`src/rtl/xlate_pkg.sv`:
```
// Shared types of the translation cache.
// Assumes: one flag set per entry, stored alongside tag and frame number.
package xlate_pkg;

    typedef struct packed {
        logic rd;     // loads allowed
        logic wr;     // stores allowed
        logic usr;    // user mode may access
        logic dirty;  // page has been written
    } pte_flags_t;

endpackage

```
`src/rtl/xlate_fifo_ptr.sv`:
```
// Replacement pointer: selects the next slot to overwrite, in round-robin order.
// Assumes: clear has priority over advance; ENTRIES >= 2.
module xlate_fifo_ptr #(
    parameter int ENTRIES = 32,
    localparam int IDX_W = $clog2(ENTRIES)
) (
    input  logic             clk,
    input  logic             rst_n,
    input  logic             clear,
    input  logic             advance,
    output logic [IDX_W-1:0] ptr
);

    localparam logic [IDX_W-1:0] LAST = IDX_W'(ENTRIES - 1);

    // Step the pointer by one with wrap; return to zero on clear or reset.
    always_ff @(posedge clk) begin
        if (!rst_n || clear) begin
            ptr <= '0;
        end else if (advance) begin
            ptr <= (ptr == LAST) ? '0 : ptr + 1'b1;
        end
    end

endmodule

```
`src/rtl/xlate_perm_chk.sv`:
```
// Permission check for one matched entry against the access kind and mode.
// Assumes: the caller qualifies the result with the hit.
module xlate_perm_chk
    import xlate_pkg::*;
(
    input  pte_flags_t flags,
    input  logic       is_write,
    input  logic       user_mode,
    output logic       denied
);

    // Deny on a missing read/write right or on user access to a kernel page.
    always_comb begin
        denied = (is_write ? !flags.wr : !flags.rd) || (user_mode && !flags.usr);
    end

endmodule

```
`src/rtl/xlate_entry_array.sv`:
```
// Entry storage with two parallel tag comparators (lookup and refill).
// Assumes: at most one valid entry per tag (the top keeps this invariant),
// so the index encoders need no priority order.
module xlate_entry_array
    import xlate_pkg::*;
#(
    parameter int ENTRIES = 32,
    parameter int VPN_W   = 20,
    parameter int PPN_W   = 20,
    localparam int IDX_W  = $clog2(ENTRIES)
) (
    input  logic               clk,
    input  logic               rst_n,
    input  logic               flush,
    input  logic               wr_en,
    input  logic [IDX_W-1:0]   wr_idx,
    input  logic [VPN_W-1:0]   wr_vpn,
    input  logic [PPN_W-1:0]   wr_ppn,
    input  pte_flags_t         wr_flags,
    input  logic               dset_en,
    input  logic [IDX_W-1:0]   dset_idx,
    input  logic [VPN_W-1:0]   lk_vpn,
    output logic [ENTRIES-1:0] lk_match,
    output logic [IDX_W-1:0]   lk_idx,
    output logic [PPN_W-1:0]   lk_ppn,
    output pte_flags_t         lk_flags,
    input  logic [VPN_W-1:0]   rf_vpn,
    output logic               rf_found,
    output logic [IDX_W-1:0]   rf_idx
);

    logic [ENTRIES-1:0] valid_q;
    logic [VPN_W-1:0]   vpn_q   [ENTRIES];
    logic [PPN_W-1:0]   ppn_q   [ENTRIES];
    pte_flags_t         flags_q [ENTRIES];
    logic [ENTRIES-1:0] rf_match;

    for (genvar i = 0; i < ENTRIES; i++) begin : g_ent
        localparam logic [IDX_W-1:0] MY_IDX = IDX_W'(i);

        // Update one entry: reset, flush, refill write, or dirty set, in that priority.
        always_ff @(posedge clk) begin
            if (!rst_n) begin
                valid_q[i] <= 1'b0;
                vpn_q[i]   <= '0;
                ppn_q[i]   <= '0;
                flags_q[i] <= '0;
            end else if (flush) begin
                valid_q[i] <= 1'b0;
            end else if (wr_en && wr_idx == MY_IDX) begin
                valid_q[i] <= 1'b1;
                vpn_q[i]   <= wr_vpn;
                ppn_q[i]   <= wr_ppn;
                flags_q[i] <= wr_flags;
            end else if (dset_en && dset_idx == MY_IDX) begin
                flags_q[i].dirty <= 1'b1;
            end
        end

        // Compare this entry's tag against the lookup and refill pages.
        always_comb begin
            lk_match[i] = valid_q[i] && (vpn_q[i] == lk_vpn);
            rf_match[i] = valid_q[i] && (vpn_q[i] == rf_vpn);
        end
    end

    // Encode the single lookup match and select its payload.
    always_comb begin
        lk_idx = '0;
        for (int i = 0; i < ENTRIES; i++) begin
            if (lk_match[i]) lk_idx = IDX_W'(i);
        end
        lk_ppn   = ppn_q[lk_idx];
        lk_flags = flags_q[lk_idx];
    end

    // Encode the refill match, if the page is already present.
    always_comb begin
        rf_found = |rf_match;
        rf_idx   = '0;
        for (int i = 0; i < ENTRIES; i++) begin
            if (rf_match[i]) rf_idx = IDX_W'(i);
        end
    end

endmodule

```
`src/rtl/xlate_cache.sv`:
```
// Fully associative translation cache: single-cycle lookup with permission
// check, refill port with round-robin victim choice, and whole-array flush.
// Assumes: the walker drives refills only for pages it has resolved; the
// lookup outputs are combinational from the request and the stored state.
module xlate_cache
    import xlate_pkg::*;
#(
    parameter int ENTRIES   = 32,
    parameter int VA_W      = 32,
    parameter int PA_W      = 32,
    parameter int PAGE_BITS = 12,
    localparam int VPN_W    = VA_W - PAGE_BITS,
    localparam int PPN_W    = PA_W - PAGE_BITS,
    localparam int IDX_W    = $clog2(ENTRIES)
) (
    input  logic             clk,
    input  logic             rst_n,
    input  logic             flush,
    input  logic             lk_valid,
    input  logic [VA_W-1:0]  lk_vaddr,
    input  logic             lk_is_write,
    input  logic             lk_user_mode,
    output logic             lk_hit,
    output logic             lk_miss,
    output logic             lk_fault,
    output logic             lk_dirty,
    output logic [PA_W-1:0]  lk_paddr,
    input  logic             rf_valid,
    input  logic [VPN_W-1:0] rf_vpn,
    input  logic [PPN_W-1:0] rf_ppn,
    input  logic             rf_can_read,
    input  logic             rf_can_write,
    input  logic             rf_user_ok,
    input  logic             rf_dirty
);

    logic [VPN_W-1:0]     lk_vpn;
    logic [PAGE_BITS-1:0] lk_off;
    logic [ENTRIES-1:0]   lk_match;
    logic [IDX_W-1:0]     lk_idx;
    logic [PPN_W-1:0]     lk_ppn;
    pte_flags_t           lk_flags;
    logic                 denied;
    logic                 rf_found;
    logic [IDX_W-1:0]     rf_idx;
    logic [IDX_W-1:0]     ptr;
    logic                 wr_en;
    logic [IDX_W-1:0]     wr_idx;
    pte_flags_t           wr_flags;
    logic                 dset_en;

    // Split the request address into page number and offset.
    always_comb begin
        lk_vpn = lk_vaddr[VA_W-1:PAGE_BITS];
        lk_off = lk_vaddr[PAGE_BITS-1:0];
    end

    xlate_entry_array #(
        .ENTRIES (ENTRIES),
        .VPN_W   (VPN_W),
        .PPN_W   (PPN_W)
    ) u_array (
        .clk      (clk),
        .rst_n    (rst_n),
        .flush    (flush),
        .wr_en    (wr_en),
        .wr_idx   (wr_idx),
        .wr_vpn   (rf_vpn),
        .wr_ppn   (rf_ppn),
        .wr_flags (wr_flags),
        .dset_en  (dset_en),
        .dset_idx (lk_idx),
        .lk_vpn   (lk_vpn),
        .lk_match (lk_match),
        .lk_idx   (lk_idx),
        .lk_ppn   (lk_ppn),
        .lk_flags (lk_flags),
        .rf_vpn   (rf_vpn),
        .rf_found (rf_found),
        .rf_idx   (rf_idx)
    );

    xlate_perm_chk u_perm (
        .flags     (lk_flags),
        .is_write  (lk_is_write),
        .user_mode (lk_user_mode),
        .denied    (denied)
    );

    xlate_fifo_ptr #(
        .ENTRIES (ENTRIES)
    ) u_ptr (
        .clk     (clk),
        .rst_n   (rst_n),
        .clear   (flush),
        .advance (wr_en && !rf_found),
        .ptr     (ptr)
    );

    // Form the lookup results from the match and the permission check.
    always_comb begin
        lk_hit   = lk_valid && (|lk_match);
        lk_miss  = lk_valid && !(|lk_match);
        lk_fault = lk_hit && denied;
        lk_dirty = lk_hit && lk_flags.dirty;
        lk_paddr = (lk_hit && !denied) ? {lk_ppn, lk_off} : '0;
    end

    // Mark the page dirty on a permitted store to a clean entry.
    always_comb begin
        dset_en = lk_hit && !denied && lk_is_write && !lk_flags.dirty;
    end

    // Choose the refill slot: the existing copy of the page, or the pointer slot.
    always_comb begin
        wr_en          = rf_valid && !flush;
        wr_idx         = rf_found ? rf_idx : ptr;
        wr_flags.rd    = rf_can_read;
        wr_flags.wr    = rf_can_write;
        wr_flags.usr   = rf_user_ok;
        wr_flags.dirty = rf_dirty;
    end

endmodule

```
`config.mk`:
```
export PLATFORM = sky130hd
export DESIGN_NAME = xlate_cache
export DESIGN_NICKNAME = d
export VERILOG_FILES = /design/src/rtl/xlate_pkg.sv /design/src/rtl/xlate_fifo_ptr.sv /design/src/rtl/xlate_perm_chk.sv /design/src/rtl/xlate_entry_array.sv /design/src/rtl/xlate_cache.sv
export SDC_FILE = /design/constraint.sdc
export NUM_CORES = 2
export LEC_CHECK = 0
export BUFFER_PORTS_ARGS = -buffer_cell sky130_fd_sc_hd__buf_2
export CAP_MARGIN = 10
export CORE_UTILIZATION = 62
export DETAILED_ROUTE_END_ITERATION = 7
export PLACE_DENSITY = 0.91
export SYNTH_ARGS = -nofsm -noshare
export SYNTH_HDL_FRONTEND = slang
export SYNTH_SLANG_ARGS = --single-unit
```
`constraint.sdc`:
```
create_clock -name clk -period 9.48 [get_ports clk]
set_input_delay 0.474 -clock clk [delete_from_list [all_inputs] [get_ports clk]]
set_output_delay 0.474 -clock clk [all_outputs]
set_load 0.05 [all_outputs]
```
==> summary.md <==
| Metric | Value |
|---|---|
| Worst Slack Setup Final | 0.984 ns |
| Switching pwr | 0.00375 W |
| Skew final | 0.0572 ns |
| Cts bufs inserted | 152 |
| Most frequent CP cell | buf_4 |
| Slowest cell on the critical path | a21oi_4 |
| Global-route wire length before repair | 417 mm |
| Synth warn | 0 |
| Max incr delay on CP | 0.98 ns |
| Number of global-route vias before repair | 60,843 |
| Sink Count | 1,445 |
| Fin. max-slew vios | 0 |
| Post-CTS setup buffer count | 0 |
| Internal power | 0.0108 W |
| Final Hold Fails | 0 |
| Synth area leaders | edfxtp_1 53%, xnor2_1 11%, and2_1 9.3% |
| Post-CTS sizing | 0 |
| Placement Rows | 131 |
| Total gr overflow | 0 |
| Area growth syn-to-layout | 8.70% |
| Most used DFF post-synth | edfxtp_1 |
| Die width | 361 um |
| WP data arrival | 8.02 ns |
| Hold_buf cts | 0 |
| DRT antenna net count | 0 |
| Post-synth ARST share | 0 |
| Root Buffer | clkbuf_16 |
| DRC Markers | 0 |
| Logic pwr share | 0.093 |
| Worst-skew pair later-pin latency | 0.86 ns |
| Switch share | 0.258 |
| Vias/cell | 7.20 |
| Wire per inst | 33.5 um |
| Filler cells | 8,863 |
| Max_cap viols | 0 |
| Initial Utilization | 0.626 |
| Post-synth top area share | 0.528 |
| Crit path kind | in -> out |
| Pleak | 31.4 nW |
| CTS clock-pin slew for the worst setup and hold paths | 0.06 ns |
| Clock share of power | 0.400 |
| Syn Nets | 7,153 |
| DR vias | 62,978 |
| Startpoint types | input port |
| Initial antenna violation count | 19 |
| Port Buffers | 118 |
| Overall routing resource usage | 0.443 |
| Data required, critical path | 9.01 ns |
| Clock H-tree levels | 4 |
| Layout Nets | 7,034 |
| Area of the core | 0.128 sq mm |
| Die height | 361 um |
| Crit share post-route | 0.896 |
| Max FO, Critical Path | 34 |
| Slew headroom | 0.100 |
| Clock Tree Buf Depth | 3 |
| Outcome | complete, no violations |
| CP Cell Sequence | buf_2, buf_4, xnor2_1, and4_1, nand3_1, o211ai_1, a21boi_0, o21ai_0, a311o_1, a31oi_4, a21oi_4, buf_4, mux2_2, o211a_1, a2bb2oi_1, a211oi_4, o21ai_2, buf_4, a211oi_1, buf_2 |
| VDD IR max | 207 uV |
| Flop pwr share | 0.507 |
| Post-Syn Area per Cell | 11.3 sq um |
| Seq/Total Area, Yosys | 0.537 |
| First-pass iteration count of the detailed router | 7 |
| Fin crit period | 8.50 ns |
| Post-synth EDFFs | 1,408 |
| Final TNS setup | 0 ns |
| Pin count of the biggest net entering global routing | 82 |
| CTS tree | done |
| Mapped cell area | 0.0801 sq mm |
| Die area | 0.131 sq mm |
| Pre-CTS setup slack | 1.46 ns |
| # IOs | 119 |
| Drt total wl | 293 mm |
| Worst Hold Class | in -> reg |
| Share of cells above drive strength 1 | 0.0974 |
| Cell Pwr Density | 167 mW/mm^2 |
| Final setup fails | 0 |
| Routability congestion estimate | 1.06 |
| Post-Syn Instances | 7,068 |
| Worst-Margin Slew | 1.34 ns |
| Synth Register Bits | 1,445 |
| Initial drt markers | 12,199 |
| Max Fclk | 118 MHz |
| Cell taking the most area after synthesis | edfxtp_1 |
| CP Capture Type | primary output |
| RSZ-0062 raised after global routing | no |
| Hpwl dp | 183 mm |
| Synth unique cells | 100 |
## state kept, by name (all words and copies together), names as in the netlist
name	flops
u_array.flags_q	128
u_array.ppn_q	640
u_array.valid_q	32
u_array.vpn_q	640
u_ptr.ptr	5
## per-stage QoR
| step | power, W | hold slack, ns | util | cell area, sq um | instances |
|---|---|---|---|---|---|
| 3_3_place_gp | 0.00876 | 0.505 | 0.643 | 82200 | 8452 |
| 5_1_grt | 0.0148 | 0.171 | 0.681 | 87000 | 8732 |
| 2_1_floorplan | 0.00833 | 0.453 | - | 80100 | 7068 |
| 4_1_cts | 0.0144 | 0.149 | 0.680 | 86900 | 8724 |
| 6_report | 0.0146 | 0.191 | 0.681 | 87000 | 8743 |
| 3_5_place_dp | 0.00879 | 0.503 | 0.643 | 82200 | 8452 |
## layer usage
metal,wire length (um),share of wire,track usage
met1,99200,0.34,0.570
met2,125000,0.43,0.650
met5,92,0.00031,0
met4,21800,0.074,0.277
met3,47400,0.16,0.141
## worst max-delay path: cells and delay by family
kind            cells  cell delay [ns]
xor+xnor            1             0.17
buf+inv             5             2.44
mux                 1             0.23
compound gates     11             4.34
simple gates        2             0.30
## final cells by class
class	instances	area, sq um	area share
clock inverter	78	694	0.00798
sequential	1445	43000	0.494
timing repair buffer	336	2420	0.0278
antenna	14	35.0	0.000403
clock buffer	194	4060	0.0466
tap	1662	2080	0.0239
inverter	48	181	0.00208
multi-input combinational	4966	34500	0.397
## power groups by stage
stage / sequential (W) / clock [W] / combinational, W
final: 0.00738 / 0.00583 / 0.00136
after global routing: 0.00739 / 0.00602 / 0.00140
after CTS: 0.00737 / 0.00577 / 0.00130
after detailed placement: 0.00750 / 0 / 0.00129
after global placement: 0.00749 / 0 / 0.00127
after floorplan: 0.00747 / 0 / 0.000861
## placed cells by master, fill, tap and decap left out, types with 87 or more instances in the layout
cell type  count
a211oi_1     106
a21oi_1      116
and2_1      1195
and3_1       196
buf_2        100
buf_4        222
clkbuf_16    155
edfxtp_1    1408
mux2i_1       99
nand2_1      174
nand3_1      145
nand4_1      358
nor2_1       242
nor4_1       204
o21ai_0       87
o22ai_1      108
xnor2_1      964
xor2_1       309
## cells by family after synthesis
family / count (synthesis) / share of synthesized area
AO/OA/AOI/OAI: 698 / 0.0600
XOR/XNOR: 1277 / 0.140
adder cells (fa/ha/maj): 2 / 0.000312
buffers and inverters: 657 / 0.0379
flip-flops: 1445 / 0.537
multiplexers: 112 / 0.0142
AND/OR/NAND/NOR: 2877 / 0.210
## Yosys cell counts (9+ instances only)
master	count
edfxtp_1	1408
and2_1	1195
xnor2_1	964
clkbuf_1	385
nand4_1	358
xor2_1	309
nor2_1	249
nor4_1	205
and3_1	196
nand2_1	187
buf_2	148
nand3_1	146
a21oi_1	116
o21ai_0	111
o22ai_1	108
a211oi_1	106
nor3_1	103
mux2i_1	99
inv_1	46
and2_0	43
buf_6	38
dfxtp_1	37
nor2b_1	33
o211ai_1	31
nand2b_1	27
nor3b_1	27
o221ai_1	24
o31ai_1	22
buf_4	20
and4_1	18
or2_2	18
nand3b_1	17
a21o_1	15
buf_1	14
o21a_1	14
o21bai_1	14
o41ai_1	14
mux2_2	13
nand4b_1	10
or3_1	10
a211o_1	9
o2111ai_1	9
## final timing paths
check / startpoint / end / slack [ns] / cells past startpoint
max: lk_vaddr[26] / lk_paddr[30] / 0.98 / 20
min: rf_vpn[14] / u_array.vpn_q[0][74] / 0.19 / 2
max reg2reg: u_array.vpn_q[1][4] / u_array.flags_q[16][0] / 2.44 / 18
min reg2reg: u_array.valid_q[17] / u_array.valid_q[17] / 0.53 / 2
(Power assumes the default switching activity.)
